**config.mk**
```make
export PLATFORM = sky130hd
export DESIGN_NAME = simd_mask_stack
export DESIGN_NICKNAME = d
export VERILOG_FILES = /design/src/rtl/simd_mask_stack.sv
export SDC_FILE = /design/constraint.sdc
export NUM_CORES = 1
export LEC_CHECK = 0
export ABC_AREA = 1
export BUFFER_PORTS_ARGS = -buffer_cell sky130_fd_sc_hd__buf_2
export CORE_UTILIZATION = 45
export CTS_CLUSTER_DIAMETER = 150
export DETAILED_ROUTE_END_ITERATION = 8
export GPL_ROUTABILITY_DRIVEN = 1
export HOLD_SLACK_MARGIN = 0.05
export SLEW_MARGIN = 20
export SYNTH_ARGS = -nofsm -noshare
export SYNTH_HDL_FRONTEND = slang
export SYNTH_SLANG_ARGS = --single-unit
```
**constraint.sdc**
```tcl
create_clock -name clk -period 4.3 [get_ports clk]
set_clock_uncertainty 0.1 [all_clocks]
set_input_delay 0.86 -clock clk [delete_from_list [all_inputs] [get_ports clk]]
set_output_delay 0.86 -clock clk [all_outputs]
set_load 0.01 [all_outputs]
```
**src/rtl/simd_mask_stack.sv**
```systemverilog
module simd_mask_stack #(
  parameter int LANES = 32,
  parameter int DEPTH = 8
) (
  input  logic             clk,
  input  logic             rst_n,
  input  logic [1:0]       cmd,
  input  logic [LANES-1:0] pred,
  output logic [LANES-1:0] active_mask,
  output logic [$clog2(DEPTH+1)-1:0] depth,
  output logic             branch_skip,
  output logic             overflow_err,
  output logic             underflow_err
);
  localparam int DW = $clog2(DEPTH + 1);
  localparam int AW = (DEPTH > 1) ? $clog2(DEPTH) : 1;
  localparam logic [DW-1:0] FULL = DW'(DEPTH);
  localparam logic [1:0] CMD_HOLD = 2'b00, CMD_ENTER = 2'b01,
                         CMD_FLIP = 2'b10, CMD_LEAVE = 2'b11;

  logic [LANES-1:0] stack_q [DEPTH];
  logic [LANES-1:0] mask_q;
  logic [DW-1:0]    depth_q;
  logic             skip_q, ovf_q, udf_q;

  wire              is_full   = (depth_q == FULL);
  wire              is_empty  = (depth_q == '0);
  wire [AW-1:0]     wr_idx    = depth_q[AW-1:0];
  wire [AW-1:0]     top_idx   = wr_idx - 1'b1;
  wire [LANES-1:0]  top_mask  = stack_q[top_idx];
  wire [LANES-1:0]  then_mask = mask_q & pred;
  wire [LANES-1:0]  else_mask = top_mask & ~pred;

  always_ff @(posedge clk) begin
    if (!rst_n) begin
      mask_q  <= '1;
      depth_q <= '0;
      skip_q  <= 1'b0;
      ovf_q   <= 1'b0;
      udf_q   <= 1'b0;
      for (int i = 0; i < DEPTH; i++) stack_q[i] <= '0;
    end else begin
      skip_q <= 1'b0;
      ovf_q  <= 1'b0;
      udf_q  <= 1'b0;
      case (cmd)
        CMD_ENTER:
          if (is_full) ovf_q <= 1'b1;
          else begin
            stack_q[wr_idx] <= mask_q;
            mask_q  <= then_mask;
            depth_q <= depth_q + 1'b1;
            skip_q  <= (then_mask == '0);
          end
        CMD_FLIP:
          if (is_empty) udf_q <= 1'b1;
          else begin
            mask_q <= else_mask;
            skip_q <= (else_mask == '0);
          end
        CMD_LEAVE:
          if (is_empty) udf_q <= 1'b1;
          else begin
            mask_q  <= top_mask;
            depth_q <= depth_q - 1'b1;
          end
        default: ;
      endcase
    end
  end

  assign active_mask   = mask_q;
  assign depth         = depth_q;
  assign branch_skip   = skip_q;
  assign overflow_err  = ovf_q;
  assign underflow_err = udf_q;

  p_enter_narrow_r2: assert property (@(posedge clk) disable iff (!rst_n)
    (cmd == CMD_ENTER && !is_full) |=>
      (depth_q == $past(depth_q) + 1'b1) && ((mask_q & ~$past(mask_q)) == '0));

  p_flip_excl_r3: assert property (@(posedge clk) disable iff (!rst_n)
    (cmd == CMD_FLIP && !is_empty) |=>
      $stable(depth_q) && ((mask_q & $past(pred)) == '0));

  p_leave_depth_r4: assert property (@(posedge clk) disable iff (!rst_n)
    (cmd == CMD_LEAVE && !is_empty) |=> depth_q == $past(depth_q) - 1'b1);

  p_depth_bound_r5: assert property (@(posedge clk) disable iff (!rst_n)
    depth_q <= FULL);

  p_no_overflow_r6: assert property (@(posedge clk) disable iff (!rst_n)
    (cmd == CMD_ENTER && is_full) |=>
      ovf_q && !udf_q && $stable(mask_q) && $stable(depth_q));

  p_no_underflow_r7: assert property (@(posedge clk) disable iff (!rst_n)
    ((cmd == CMD_FLIP || cmd == CMD_LEAVE) && is_empty) |=>
      udf_q && !ovf_q && $stable(mask_q) && $stable(depth_q));

  p_skip_empty_r8: assert property (@(posedge clk) disable iff (!rst_n)
    skip_q |-> (mask_q == '0));

  p_hold_r9: assert property (@(posedge clk) disable iff (!rst_n)
    (cmd == CMD_HOLD) |=>
      $stable(mask_q) && $stable(depth_q) && !skip_q && !ovf_q && !udf_q);
endmodule

```
==> results of run 1 <==
[metrics by stage]
stage               cell area [um2]  std cells
floorplan                     14310       1681
global placement              15190       2087
detailed placement            15190       2087
CTS                           16240       2148
global route                  16240       2148
finish                        16240       2148
[layout make-up]
cell class / instances / area [um2]
clock inverter: 3 / 17.52
inverter: 179 / 673.1
tap: 396 / 495.5
fill: 2871 / 14670
multi-input combinational: 1113 / 4827
sequential: 295 / 8472
timing repair buffer: 104 / 720.7
clock buffer: 58 / 1035
[power breakdown]
group / switching (uW) / internal, uW / leakage, uW
clock network: 1140 / 1630 / 0.000507
logic: 1180 / 469 / 0.00393
registers: 118 / 3280 / 0.00298
[metal layers]
| metal | up-vias | wire [um] | track usage (%) | share of wire (%) |
|---|---|---|---|---|
| met4 | 0 | 1351 | 9.573 | 3.0 |
| met3 | 95 | 3190 | 3.618 | 7.2 |
| met2 | 471 | 20440 | 43.86 | 46 |
| met1 | 5706 | 19460 | 38.00 | 44 |
| li1 | 5533 | - | - | - |
| met5 | - | 0 | 0 | 0 |
[kinds of logic after synthesis]
family / share of synthesized area [%]
AO/OA/AOI/OAI: 5.980
buffers and inverters: 7.553
XOR/XNOR: 0.2886
flip-flops: 59.17
adder cells (fa/ha/maj): 0.6644
AND/OR/NAND/NOR: 26.35
[cells in the mapped netlist, types with 2 or more instances]
cell type | count | area (um2)
buf_4 | 3 | 22.52
o2111ai_1 | 3 | 26.28
a21oi_1 | 69 | 345.3
nand3b_1 | 9 | 67.56
clkbuf_1 | 65 | 244.0
inv_2 | 4 | 15.01
nand2_1 | 393 | 1475
nand3_1 | 161 | 805.8
nor3_1 | 2 | 10.01
inv_1 | 161 | 604.3
nor4_1 | 3 | 18.77
o21ai_0 | 61 | 305.3
edfxtp_1 | 256 | 7687
buf_2 | 24 | 120.1
o22ai_1 | 3 | 18.77
clkinv_1 | 14 | 52.55
ha_1 | 6 | 75.07
buf_6 | 2 | 22.52
dfxtp_1 | 39 | 780.8
nor2_1 | 368 | 1381
o21ai_1 | 26 | 130.1
[cells in the final DEF (no fill, tap or decap), drive strengths merged, types with 2 or more instances in the layout]
master,n
nand2,393
nor2,368
edfxtp,256
inv,165
nand3,161
buf,104
o21ai,87
a21oi,69
clkbuf,58
dfxtp,39
clkinv,16
nand3b,9
ha,6
o2111ai,4
nor4,3
o22ai,3
nor3,2
xnor2,2
[registers in the layout, indices dropped and copies added, names as in the netlist]
signal         cells
active_mask       32
branch_skip        1
overflow_err       1
depth              4
stack_q          256
underflow_err      1
[worst min path at each step]
stage	cells after the start	slack [ps]	startpoint	endpoint
after floorplan	1	400	depth[3]$_SDFFE_PN0P_	depth[3]$_SDFFE_PN0P_
after CTS	1	410	depth[3]$_SDFFE_PN0P_	depth[3]$_SDFFE_PN0P_
after detailed placement	1	400	depth[3]$_SDFFE_PN0P_	depth[3]$_SDFFE_PN0P_
final	1	420	depth[3]$_SDFFE_PN0P_	depth[3]$_SDFFE_PN0P_
after global placement	1	390	depth[3]$_SDFFE_PN0P_	depth[3]$_SDFFE_PN0P_
after global routing	1	430	depth[3]$_SDFFE_PN0P_	depth[3]$_SDFFE_PN0P_
[worst reg2reg max path, stage by stage, from the launching register on]
cell and delay (ps):
dfxtp_1 510, inv_1 180, ha_2 290, xor2_4 540, buf_12 270, nand3_1 160
nand3b_1 200, nand2_1 80, nor2_1 100, nand2_1 60, nor2_1 150, nand3_1 90
a21oi_1 150
==> results.yml, run 1 <==
sta:
  fin_crit_sh_pct: 68.59
  hold_violations: 0
  worst-slew-pin-transition_ps: 941.4
  setup_viol: 0
  slew_violations: 0
  setup_tns_ps: 0
  period_minus_slack_ps: 2949
  slew-limit-headroom_pct: 37.24
  fmax_ghz: 0.3390
  rsz0062_at_grt: "no"
  layout_setup_ws_ps: 1351
  whs_ps: 421.8
synth:
  syn_area_mm2: 0.01431
  ys.flop_type: "edfxtp_1"
  yosysSeqAreaShare_pct: 59.17
  synth_nets: 1724
  synth_cell_types: 30
  yosys_warnings: 0
  synthCells: 1681
  synth-edff-count: 256
  synthArstFlopShare_pct: 0
  ys_seq_elements: 295
  avgSynthCellArea_um2: 8.514
final_layout:
  drive_above_1_share_pct: 9.589
  num_antenna_cells: 0
  syn_to_final_growth_pct: 13.47
  nNetsFinal: 1770
  final_core_util_pct: 52.54
cts:
  path_clk_slew_ps: 60
  cts_hold_repair.buffers: 0
  cts_tree: "built"
  numClockSinks: 295
  cts_buffer_depth: 3
  cts-root-buf: "clkbuf_16"
  cts_resized: 0
  clk_latency_ps: 520
  cts.htree.levels: 2
  post-cts-setup-buffers: 0
  numCtsBuffers: 34
critical_path:
  cp.arrival_ps: 3290
  crit_type: "flip-flop to flip-flop"
  path_depth: 12
  r2r_setup_slack_ps: 1350
  reg2reg_to: "branch_skip$_SDFF_PN0_"
  crit_slowest_cell: "xor2_4"
  max_stage_delay_ps: 530
  startpoint_type: "flip-flop"
  critPathLaunch: "depth[1]$_SDFFE_PN0P_"
  crit_buf_inv: 2
  r2r_cells: 12
  crit_path_end_kind: "flip-flop"
  crit_chain: "inv_1, ha_2, xor2_4, buf_12, nand3_1, nand3b_1, nand2_1, nor2_1, nand2_1, nor2_1, nand3_1, a21oi_1"
  r2r-start: "depth[1]$_SDFFE_PN0P_"
  cp.required_ps: 4640
  cpLargestDelayFamily: "simple AND/OR/NAND/NOR gates"
  endpoint: "branch_skip$_SDFF_PN0_"
  crit_fanout: 20
power:
  ir_drop_mv: 0.3001
  p_leak_uw: 0.007409
  fin_total_pwr_uw: 7823
  power-per-cell-area_mw_per_mm2: 481.7
floorplanning:
  die_x_um: 180.3
  core_area_mm2: 0.03091
  rows: 64
  io_pins: 75
  start_util_pct: 46.30
  die_area_mm2: 0.03252
  die_height_um: 180.3
detailed_routing:
  routed_wl_mm: 44.43
  drc: 0
  wl_per_cell_um: 20.69
  ant_nets: 0
  num_vias: 11810
  vias_per_cell: 5.496
  drtPass1Iterations: 5
  drtIter0Drc: 1158
min_path:
  hold_path.class: "flip-flop to flip-flop"
grt:
  grt_max_degree: 129
  grt_pass1_vias: 11240
  grt_pass1_wl_mm: 66.70
  grt_overflow: 0
  grt.total_usage_pct: 27.29
  antenna_found_initial: 0
placement:
  numPortBuffers: 74
  hpwl_mm: 25.46
  gp_congestion: 0.8140
  place_ws_ps: 1233
run_status:
  status: "complete, no violations"
job:
  maxCapViolCount: 0
No activity file was read; power rests on OpenSTA's default activity.
==> run 2, diff against run 1 <==
clock period = 2.5 ns   (was 4.3 ns; I/O delays follow)
==> run 2 against run 1 <==
Power is 86% higher. Cell area rose by 7.3%. Via count is 5.6% higher. Wire length increased by 7.8%. Critical endpoint unchanged. Sequential share of layout area shrank 3.5 points. Highest routed layer unchanged. Critical path type unchanged. Global-route usage up 1.7 points. Count of clock-buffer cells in the layout is 5 lower. Final cell count increased by 4.4%. Worst hold slack worse by 87 ps. Die area unchanged. Critical path depth fell by 1.
==> results.yml, run 2 (synthesized netlist as in run 1, its figures left out) <==
critical_path:
  crit_type: "flip-flop to flip-flop"
  crit_path_end_kind: "flip-flop"
  startpoint_type: "flip-flop"
  critPathLaunch: "depth[0]$_SDFFE_PN0P_"
  r2r_cells: 11
  crit_slowest_cell: "xnor2_2"
  r2r-start: "depth[0]$_SDFFE_PN0P_"
  max_stage_delay_ps: 680
  cp_common_cell: "nand3_1"
  crit_chain: "clkinv_2, ha_4, xnor2_2, nand3_1, nand3_1, nand2_1, nor2_1, nand2_1, nor2_1, nand3_1, a21oi_1"
  cp.arrival_ps: 2780
  crit_fanout: 10
  cp.required_ps: 2850
power:
  fin_total_pwr_uw: 14520
  combPwrFrac_pct: 24.4
  intPower_uw: 10040
  p_seq_share_pct: 40.1
  power_switching_uw: 4483
  p_leak_uw: 0.008017
  power_frac_clock_pct: 35.5
  sw_frac_of_total_pct: 30.87
  ir_drop_mv: 0.5665
  power-per-cell-area_mw_per_mm2: 833.5
grt:
  grt_pass1_vias: 11900
  grt_overflow: 0
  antenna_found_initial: 0
  grt.total_usage_pct: 29.02
  grt_pass1_wl_mm: 70.93
  grt_max_degree: 128
cts:
  numCtsBuffers: 35
  cts.htree.levels: 2
  cts_tree: "built"
  numClockSinks: 295
  cts-root-buf: "clkbuf_16"
  cts_hold_repair.buffers: 0
  path_clk_slew_ps: 60
  clk_latency_ps: 520
  cts_buffer_depth: 3
detailed_routing:
  drc: 0
  drtIter0Drc: 1559
  routed_wl_mm: 47.92
  num_vias: 12470
  ant_nets: 0
  drtPass1Iterations: 8
  wl_per_cell_um: 21.36
  vias_per_cell: 5.557
placement:
  gp_congestion: 0.8603
  numPortBuffers: 74
  place_ws_ps: -88.72
  placedCellCount: 2172
  hpwl_mm: 28.40
sta:
  setup_viol: 0
  worst-slew-pin-transition_ps: 832.4
  fmax_ghz: 0.4118
  layout_setup_ws_ps: 71.57
  slew-limit-headroom_pct: 44.23
  whs_ps: 334.8
  slew_violations: 0
  hold_violations: 0
  fin_crit_sh_pct: 97.14
  period_minus_slack_ps: 2428
  rsz0062_at_grt: "yes"
final_layout:
  top_register: "stack_q"
  num_antenna_cells: 0
  nFillCells: 2818
  largest_reg_flops: 256
  layout_common_cells: "nand2_1 (378), nor2_1 (365), edfxtp_1 (256), inv_1 (161), nand3_1 (161)"
  drive_above_1_share_pct: 14.89
  syn_to_final_growth_pct: 21.75
  regArea_mm2: 0.008473
  final_core_util_pct: 56.38
  multi_input_area_mm2: 0.005046
  nNetsFinal: 1863
  finalNonFillerCells: 2243
  mostFrequentLayoutCell: "nand2_1"
min_path:
  hold_path.class: "input pin to flip-flop"
  min_path_cells: 5
  worstHoldStart: "pred[29]"
floorplanning:
  core_area_mm2: 0.03091
  rows: 64
  io_pins: 75
  die_height_um: 180.3
  start_util_pct: 46.30
  die_x_um: 180.3
  die_area_mm2: 0.03252
run_status:
  status: "complete, no violations"
job:
  maxCapViolCount: 0
## run 2: critical path, delay by kind of cell (launching register included)
family,cells,cell delay [ps]
buffers and inverters,1,70
AND/OR/NAND/NOR,7,800
AO/OA/AOI/OAI,1,150
adder cells (fa/ha/maj),1,210
XOR/XNOR,1,680
flip-flops,1,350
## run 2: power groups by stage
stage	Sequential (uW)	Clock [uW]	Combinational (uW)
after floorplan	5910	0	1800
after global routing	5850	5360	3830
final	5820	5160	3550
after detailed placement	5910	0	3380
after global placement	5910	0	3370
after CTS	5820	5180	3430
## run 2: final cells by class
type	count	area share (%)
Sequential cell	295	48.62
Tap cell	396	2.843
Multi-Input combinational cell	1117	28.96
Clock inverter	11	0.8401
Inverter	179	3.870
Clock buffer	53	5.766
Timing Repair Buffer	192	9.097
## run 2: path summary, 6_finish.rpt
path | to | slack, ps
max reg2reg | branch_skip$_SDFF_PN0_ | 70
min | active_mask[29]$_SDFFE_PN1P_ | 330
min reg2reg | active_mask[0]$_SDFFE_PN1P_ | 410
max | branch_skip$_SDFF_PN0_ | 70
## run 2: metal layers
layer  global-route usage [%]  vias up  share of wire (%)
li1                         -     5742                  -
met1                    40.25     5948                 41
met2                    47.43      687                 47
met3                    3.577       88                9.5
met4                    9.333        0                2.3
met5                        0        -                  0
## run 2: stage by stage
| step | TNS, ps | cell area (um2) |
|---|---|---|
| after floorplan | 0 | 14560 |
| after global placement | -33.56 | 16110 |
| after detailed placement | -88.72 | 16110 |
| after CTS | 0 | 17280 |
| after global routing | -30.79 | 17430 |
| final | 0 | 17430 |
## run 2: what timing repair did
action                     4_1_cts  5_1_grt
hold endpoints to repair         0        0
gates cloned                     1        4
setup endpoints to repair        1      228
setup buffers                    0        2
resized for setup                0       10
pin swaps                        1        3
